$ cat src/rtl/cfgp_pkg.sv
package cfgp_pkg;
  typedef logic [7:0] byte_t;

  // True when idx falls in [base, base+n)
  function automatic logic in_window(input byte_t idx, input byte_t base, input int unsigned n);
    return (32'(idx) >= 32'(base)) && (32'(idx) < 32'(base) + n);
  endfunction

  // Graphics base: two select bits placed at the top of a 32-bit address
  function automatic logic [31:0] base_from_cfg(input byte_t cfg);
    return {cfg[1:0], 30'b0};
  endfunction
endpackage

$ cat src/rtl/cfgp_index_latch.sv
module cfgp_index_latch
  import cfgp_pkg::*;
(
  input  logic  clk,
  input  logic  rst_n,
  input  logic  idx_wr,
  input  byte_t wdata,
  input  logic  data_acc,
  output byte_t idx_q,
  output logic  idx_valid
);
  always_ff @(posedge clk) begin
    if (!rst_n) begin
      idx_q     <= '0;
      idx_valid <= 1'b0;
    end else if (idx_wr) begin
      idx_q     <= wdata;
      idx_valid <= 1'b1;
    end else if (data_acc) begin
      idx_valid <= 1'b0;
    end
  end
endmodule

$ cat src/rtl/cfgp_access_gate.sv
module cfgp_access_gate
  import cfgp_pkg::*;
#(
  parameter byte_t       WIN_BASE = 8'h30,
  parameter int unsigned NUM_REGS = 16,
  parameter byte_t       CTRL_IDX = 8'h3F,
  localparam int         SLOT_W   = $clog2(NUM_REGS)
) (
  input  byte_t             idx,
  input  logic              idx_valid,
  input  logic              map_en,
  output logic              grant,
  output logic [SLOT_W-1:0] slot
);
  byte_t diff;
  logic  in_win;
  logic  always_open;

  assign diff        = idx - WIN_BASE;
  assign slot        = diff[SLOT_W-1:0];
  assign in_win      = in_window(idx, WIN_BASE, NUM_REGS);
  assign always_open = (idx == CTRL_IDX);
  assign grant       = idx_valid && in_win && (always_open || map_en);
endmodule

$ cat src/rtl/cfgp_regfile.sv
module cfgp_regfile
  import cfgp_pkg::*;
#(
  parameter int unsigned NUM_REGS = 16,
  localparam int         SLOT_W   = $clog2(NUM_REGS)
) (
  input  logic              clk,
  input  logic              rst_n,
  input  logic              we,
  input  logic [SLOT_W-1:0] slot,
  input  byte_t             wdata,
  output byte_t             rdata,
  output byte_t             regs_o [NUM_REGS]
);
  for (genvar i = 0; i < int'(NUM_REGS); i++) begin : g_reg
    always_ff @(posedge clk) begin
      if (!rst_n)
        regs_o[i] <= '0;
      else if (we && slot == SLOT_W'(i))
        regs_o[i] <= wdata;
    end
  end

  assign rdata = regs_o[slot];
endmodule

$ cat src/rtl/cfg_index_port.sv
module cfg_index_port
  import cfgp_pkg::*;
#(
  parameter logic [15:0] IDX_PORT  = 16'h0022,
  parameter logic [15:0] DATA_PORT = 16'h0023,
  parameter byte_t       WIN_BASE  = 8'h30,
  parameter int unsigned NUM_REGS  = 16,
  parameter byte_t       CTRL_IDX  = 8'h3F,
  parameter int          MAP_BIT   = 4,
  parameter byte_t       GFX_IDX   = 8'h38
) (
  input  logic        clk,
  input  logic        rst_n,
  input  logic [15:0] io_addr,
  input  logic        io_wr,
  input  logic        io_rd,
  input  logic [7:0]  io_wdata,
  output logic [7:0]  io_rdata,
  output logic [31:0] gfx_base
);
  localparam int SLOT_W    = $clog2(NUM_REGS);
  localparam int CTRL_SLOT = int'(CTRL_IDX) - int'(WIN_BASE);
  localparam int GFX_SLOT  = int'(GFX_IDX) - int'(WIN_BASE);

  // named events
  logic idx_wr, data_wr, data_rd, data_acc;
  logic idx_valid, grant, map_en, reg_we;
  byte_t idx_q, reg_rdata;
  logic [SLOT_W-1:0] slot;
  byte_t regs [NUM_REGS];

  assign idx_wr   = io_wr && (io_addr == IDX_PORT);
  assign data_wr  = io_wr && (io_addr == DATA_PORT);
  assign data_rd  = io_rd && (io_addr == DATA_PORT);
  assign data_acc = data_wr || data_rd;

  cfgp_index_latch u_idx (
    .clk(clk), .rst_n(rst_n), .idx_wr(idx_wr), .wdata(io_wdata),
    .data_acc(data_acc), .idx_q(idx_q), .idx_valid(idx_valid)
  );

  cfgp_access_gate #(.WIN_BASE(WIN_BASE), .NUM_REGS(NUM_REGS), .CTRL_IDX(CTRL_IDX)) u_gate (
    .idx(idx_q), .idx_valid(idx_valid), .map_en(map_en), .grant(grant), .slot(slot)
  );

  assign reg_we = data_wr && grant;

  cfgp_regfile #(.NUM_REGS(NUM_REGS)) u_rf (
    .clk(clk), .rst_n(rst_n), .we(reg_we), .slot(slot), .wdata(io_wdata),
    .rdata(reg_rdata), .regs_o(regs)
  );

  assign map_en   = regs[CTRL_SLOT][MAP_BIT];
  assign gfx_base = base_from_cfg(regs[GFX_SLOT]);
  assign io_rdata = (data_rd && grant) ? reg_rdata : 8'hFF;
endmodule

$ cat config.mk
export PLATFORM = sky130hd
export DESIGN_NAME = cfg_index_port
export DESIGN_NICKNAME = d
export VERILOG_FILES = /design/src/rtl/cfgp_pkg.sv /design/src/rtl/cfgp_index_latch.sv /design/src/rtl/cfgp_access_gate.sv /design/src/rtl/cfgp_regfile.sv /design/src/rtl/cfg_index_port.sv
export SDC_FILE = /design/constraint.sdc
export NUM_CORES = 1
export LEC_CHECK = 0
export CORE_MARGIN = 2
export CORE_UTILIZATION = 55
export CTS_BUF_LIST = sky130_fd_sc_hd__clkbuf_4 sky130_fd_sc_hd__clkbuf_8 sky130_fd_sc_hd__clkbuf_16
export DETAILED_ROUTE_END_ITERATION = 10
export PLACE_DENSITY = 0.88
export SLEW_MARGIN = 20
export SYNTH_ARGS = -nofsm -noshare
export SYNTH_HDL_FRONTEND = slang
export SYNTH_HIERARCHICAL = 1
export SYNTH_SLANG_ARGS = --single-unit
$ cat constraint.sdc
create_clock -name clk -period 4.2 [get_ports clk]
set_input_delay 0.84 -clock clk [delete_from_list [all_inputs] [get_ports clk]]
set_output_delay 0.84 -clock clk [all_outputs]
set_load 0.005 [all_outputs]
==> results of run 1 <==
## cells by family after synthesis
group | synth area share
compound gates | 0.248
buf+inv | 0.104
flops | 0.390
mux | 0.114
other cells | 0.000533
simple gates | 0.143
## Yosys cell counts (all sizes together) (2+ instances only)
library cell | count | area, um^2
dfxtp | 137 | 2740
nand3 | 129 | 646
a21boi | 128 | 961
o21ai | 128 | 641
buf | 79 | 514
clkbuf | 56 | 219
mux4 | 32 | 721
a22oi | 16 | 120
nor2b | 13 | 81.3
nand2 | 9 | 33.8
nand4b | 9 | 78.8
mux2i | 8 | 80.1
and2 | 3 | 18.8
and3b | 3 | 26.3
and4 | 2 | 18.8
nand2b | 2 | 12.5
nand3b | 2 | 15.0
nor2 | 2 | 7.51
nor3 | 2 | 15.0
nor4 | 2 | 12.5
## metal layers
metal / share of wire / track usage
met4: 0.041 / 0.147
met5: 0 / 0
met2: 0.47 / 0.462
met1: 0.38 / 0.361
met3: 0.11 / 0.0623
## where the power goes
group          internal (mW)  leakage [nW]  switching (mW)
clock                   1.08         0.317           0.561
combinational         0.0433          1.11          0.0529
sequential              1.30          1.10      0.00000258
total                   2.42          2.53           0.614
## area by class of cell
| class | count | area share |
|---|---|---|
| clock buffers | 20 | 0.0579 |
| clock inverters | 12 | 0.0252 |
| multi-input cells | 528 | 0.472 |
| flip-flops and latches | 137 | 0.350 |
| well taps | 172 | 0.0274 |
| repair buffers | 55 | 0.0670 |
## through the flow
stage	cell area, um^2	hold slack [ps]	setup WS [ps]	utilization	cells
after floorplan	7150	449	1690	-	800
after global placement	7190	458	670	0.572	892
after detailed placement	7190	464	592	0.572	892
after CTS	7840	474	274	0.624	924
after global routing	7840	499	108	0.624	924
final	7840	474	281	0.624	924
## final timing paths
kind / start / to / slack, ps / cells past startpoint
worst max register to register: u_idx/idx_q[0] / u_rf/regs_o[123] / 860 / 8
worst min register to register: u_rf/regs_o[86] / u_rf/regs_o[86] / 470 / 2
worst max-delay path: u_idx/idx_q[0] / io_rdata[1] / 280 / 6
worst min-delay path: u_rf/regs_o[86] / u_rf/regs_o[86] / 470 / 2
## tightest hold or removal path, delay by kind of cell (launching register included)
family / cells / cell delay (ps)
compound gates: 2 / 120
flops: 1 / 300
## registers in the layout, summed over array words and instances (netlist names)
signal           flops
u_rf/regs_o        128
u_idx/idx_q          8
u_idx/idx_valid      1
==> flow_summary.ini, run 1 <==
[sta]
tightest_slew_ps = 1000
final_hold_viol_count = 0
slew_violations = 0
setup_viol = 0
clock_skew_ps = 7.55
fin_tns_setup_ps = 0
rsz0062_at_grt = false
layout_min_cycle_time_ps = 3920
fin_crit_sh = 0.933
fmax_mhz = 255
maxSlewHeadroom = 0.332

[synthesis]
ys_types = 36
synth-main-ff-cell = dfxtp_1
async_flop_share = 0
yosysSeqAreaShare = 0.390
synth_edf_count = 0
syn_area_mm2 = 0.00704
yosysWarnings = 6
syn_avg_cell_area_um2 = 9.13
ys_ff_latch = 137
synthCells = 771

[setup_path]
crit_path_top_delay_cell = dfxtp_2
path_cells = buf_4, mux4_2, a22oi_1, nand2_1, nand4b_1, clkdlybuf4s50_1
path_max_fanout = 21
critPathRequiredTime_ps = 3360
cpPeakStageDelay_ps = 750
critPathKind = reg2out
end_kind = output port
startpoint_type = flop
arrival_ps = 3080
crit_family = buffers and inverters
crit_buf_inv = 2

[grt]
grt_pass1_vias = 5987
grt_usage = 0.286
grt_antenna_before_repair = 0
grt_max_degree = 123
grt_pass1_wl_mm = 30.2
overflow = 0

[floorplan]
num_io_pins = 68
die_h_um = 117
core_area_mm2 = 0.0126
die_x_um = 117
initial_core_util = 0.560
die-area_mm2 = 0.0137
row_count = 41

[route]
drc = 0
first_pass_iters = 5
via_per_inst = 6.63
ant_nets = 0
wl_per_cell_um = 20.7
vias = 6126
drt_iter0_drc = 1023
wirelength_mm = 19.2

[pwr]
powerDensity_mw_per_mm2 = 387
ir_drop_v = 0.000308
p_leak_nw = 2.53
power.total_mw = 3.04

[hold_path]
hold_path_class = reg2reg

[cells_and_area]
fillers = 976
diodes = 0
layout_commonest_cell = dfxtp_1
multi_input_area_mm2 = 0.00370
areaGrowthSynthToFinish_pct = 11.4
layout-drive-gt1-share = 0.122
ff_latch_area_mm2 = 0.00275
mostFrequentLayoutCells = dfxtp_1 (135), nand3_1 (129), a21boi_1 (128), o21ai_1 (92)
layout.nets = 767

[cts]
cts_buffers = 17
cts_tree = built
clk_latency_ps = 420
clk_transition_reported_paths_ps = 60
cts-root-buf = clkbuf_16
cts_hold_buf = 0
postCtsResizedCells = 0
numClockSinks = 137
cts_buffer_depth = 2
cts_max_level = 4
cts_setup_buffers = 0

[place]
io_buffers = 37
dp_hpwl_mm = 10.6
gp_congestion = 0.805

[run]
drv_cap = 0

[outcome]
run_status = finished, final reports clean
Note: power is estimated with default switching activity, not from simulation.
==> run 2: changes to the inputs <==
- DONT_BUFFER_PORTS: default -> 1
- PLACE_DENSITY: 0.88 -> 0.81
==> run 2 against run 1 <==
  * Sequential cell count unchanged
  * Critical path depth down 1
  * Power down 7.9%
  * Register-to-register slack better by 240 ps
  * Highest routed layer unchanged
  * Cell count down 4.4%
==> flow_summary.ini, run 2 (synthesis results as in run 1) <==
[outcome]
run_status = finished, final reports clean

[cells_and_area]
areaGrowthSynthToFinish_pct = 4.76
layout.nets = 726
top_regs = u_rf/regs_o (128), u_idx/idx_q (8), u_idx/idx_valid (1)
fillers = 1030
final_cells = 883
largest_register_ffs = 128
top_register = u_rf/regs_o
layout-drive-gt1-share = 0.125
finish.utilization = 0.587
diodes = 0
layout_commonest_cell = dfxtp_1
mostFrequentLayoutCells = dfxtp_1 (135), nand3_1 (129), a21boi_1 (128), o21ai_1 (92), o21ai_0 (36)

[sta]
layout_min_cycle_time_ps = 3590
tightest_slew_ps = 995
setup_ws_ps = 606
fin_tns_setup_ps = 0
setup_viol = 0
rsz0062_at_grt = false
slew_violations = 0
maxSlewHeadroom = 0.335
whs_ps = 477
clock_skew_ps = 8.44
final_hold_viol_count = 0
fin_crit_sh = 0.856
fmax_mhz = 278

[grt]
grt_pass1_wl_mm = 29.5
grt_usage = 0.283
grt_antenna_before_repair = 0
grt_pass1_vias = 5789
overflow = 0
grt_max_degree = 138

[setup_path]
end_kind = output port
startpoint_type = flop
critPathLaunch = u_idx/idx_q[0]
timing.rr.start = u_idx/idx_q[1]
path_cells = buf_12, mux4_2, a22oi_1, nand2_1, nand4b_1
critPathRequiredTime_ps = 3360
cpPeakStageDelay_ps = 880
arrival_ps = 2750
critPathKind = reg2out
crit_family = flip-flops
crit_buf_inv = 1
path_max_fanout = 23
crit_path_top_delay_cell = dfxtp_2

[cts]
cts_setup_buffers = 0
cts-root-buf = clkbuf_16
cts_buffer_depth = 2
clk_latency_ps = 420
postCtsResizedCells = 0
cts_tree = built
cts_max_level = 4
numClockSinks = 137
clk_transition_reported_paths_ps = 60
cts_buffers = 17
cts_hold_buf = 0

[place]
dp_hpwl_mm = 10.5
io_buffers = 0
gp_congestion = 0.820
pre_cts_slack_ps = 961
dp.cells = 851

[floorplan]
num_io_pins = 68
initial_core_util = 0.560
row_count = 41
core_area_mm2 = 0.0126
die_h_um = 117
die_x_um = 117
die-area_mm2 = 0.0137

[route]
wirelength_mm = 18.6
drc = 0
wl_per_cell_um = 21.0
vias = 5951
via_per_inst = 6.74
drt_iter0_drc = 908
first_pass_iters = 5
ant_nets = 0

[hold_path]
hold_path_class = reg2reg
worstHoldStart = u_rf/regs_o[106]

[pwr]
powerDensity_mw_per_mm2 = 379
p_leak_nw = 2.32
ir_drop_v = 0.000313

[run]
drv_cap = 0
## run 2: cell count changes in the layout (fill, tap and decap cells not counted), moves of 2 or more
cell,before,now
buf_4,16,13
bufinv_16,5,2
clkbuf_4,2,0
clkdlybuf4s50_1,36,0
clkinv_4,2,5
clkinvlp_4,2,5
## run 2: final cells by class
cell class	instances	area, um^2	area share
timing repair buffer	14	118	0.0160
clock inverter	14	151	0.0205
tap	172	215	0.0292
clock buffer	18	439	0.0596
multi-input combinational	528	3700	0.502
sequential	137	2750	0.372
## run 2: path summary, 6_finish.rpt
check	endpoint	slack, ps	cells past startpoint
setup reg to reg	u_rf/regs_o[117]	1100	7
setup / recovery	io_rdata[1]	610	5
hold reg to reg	u_rf/regs_o[106]	480	2
hold / removal	u_rf/regs_o[106]	480	2
## run 2: metrics by stage
stage / area, um^2 / power (mW)
2_1_floorplan: 7150 / 1.40
3_3_place_gp: 6780 / 1.36
3_5_place_dp: 6780 / 1.36
4_1_cts: 7370 / 2.81
5_1_grt: 7370 / 2.88
6_report: 7370 / 2.80
## run 2: power by group
group	total (mW)	switching, mW	internal, mW
combinational	0.0273	0.00772	0.0196
clock	1.47	0.580	0.890
sequential	1.30	0.00000274	1.30
## run 2: metal layers
| layer | track usage | vias to the layer above | routed length, um |
|---|---|---|---|
| met3 | 0.0726 | 70 | 2090 |
| met5 | 0 | - | 0 |
| met1 | 0.346 | 2865 | 6900 |
| li1 | - | 2603 | - |
| met2 | 0.452 | 413 | 8900 |
| met4 | 0.164 | 0 | 658 |
## run 2: tightest hold or removal path, cell delays in order, from the launching register on
cell	delay, ps
dfxtp_1	300
o21ai_1	60
a21boi_1	60
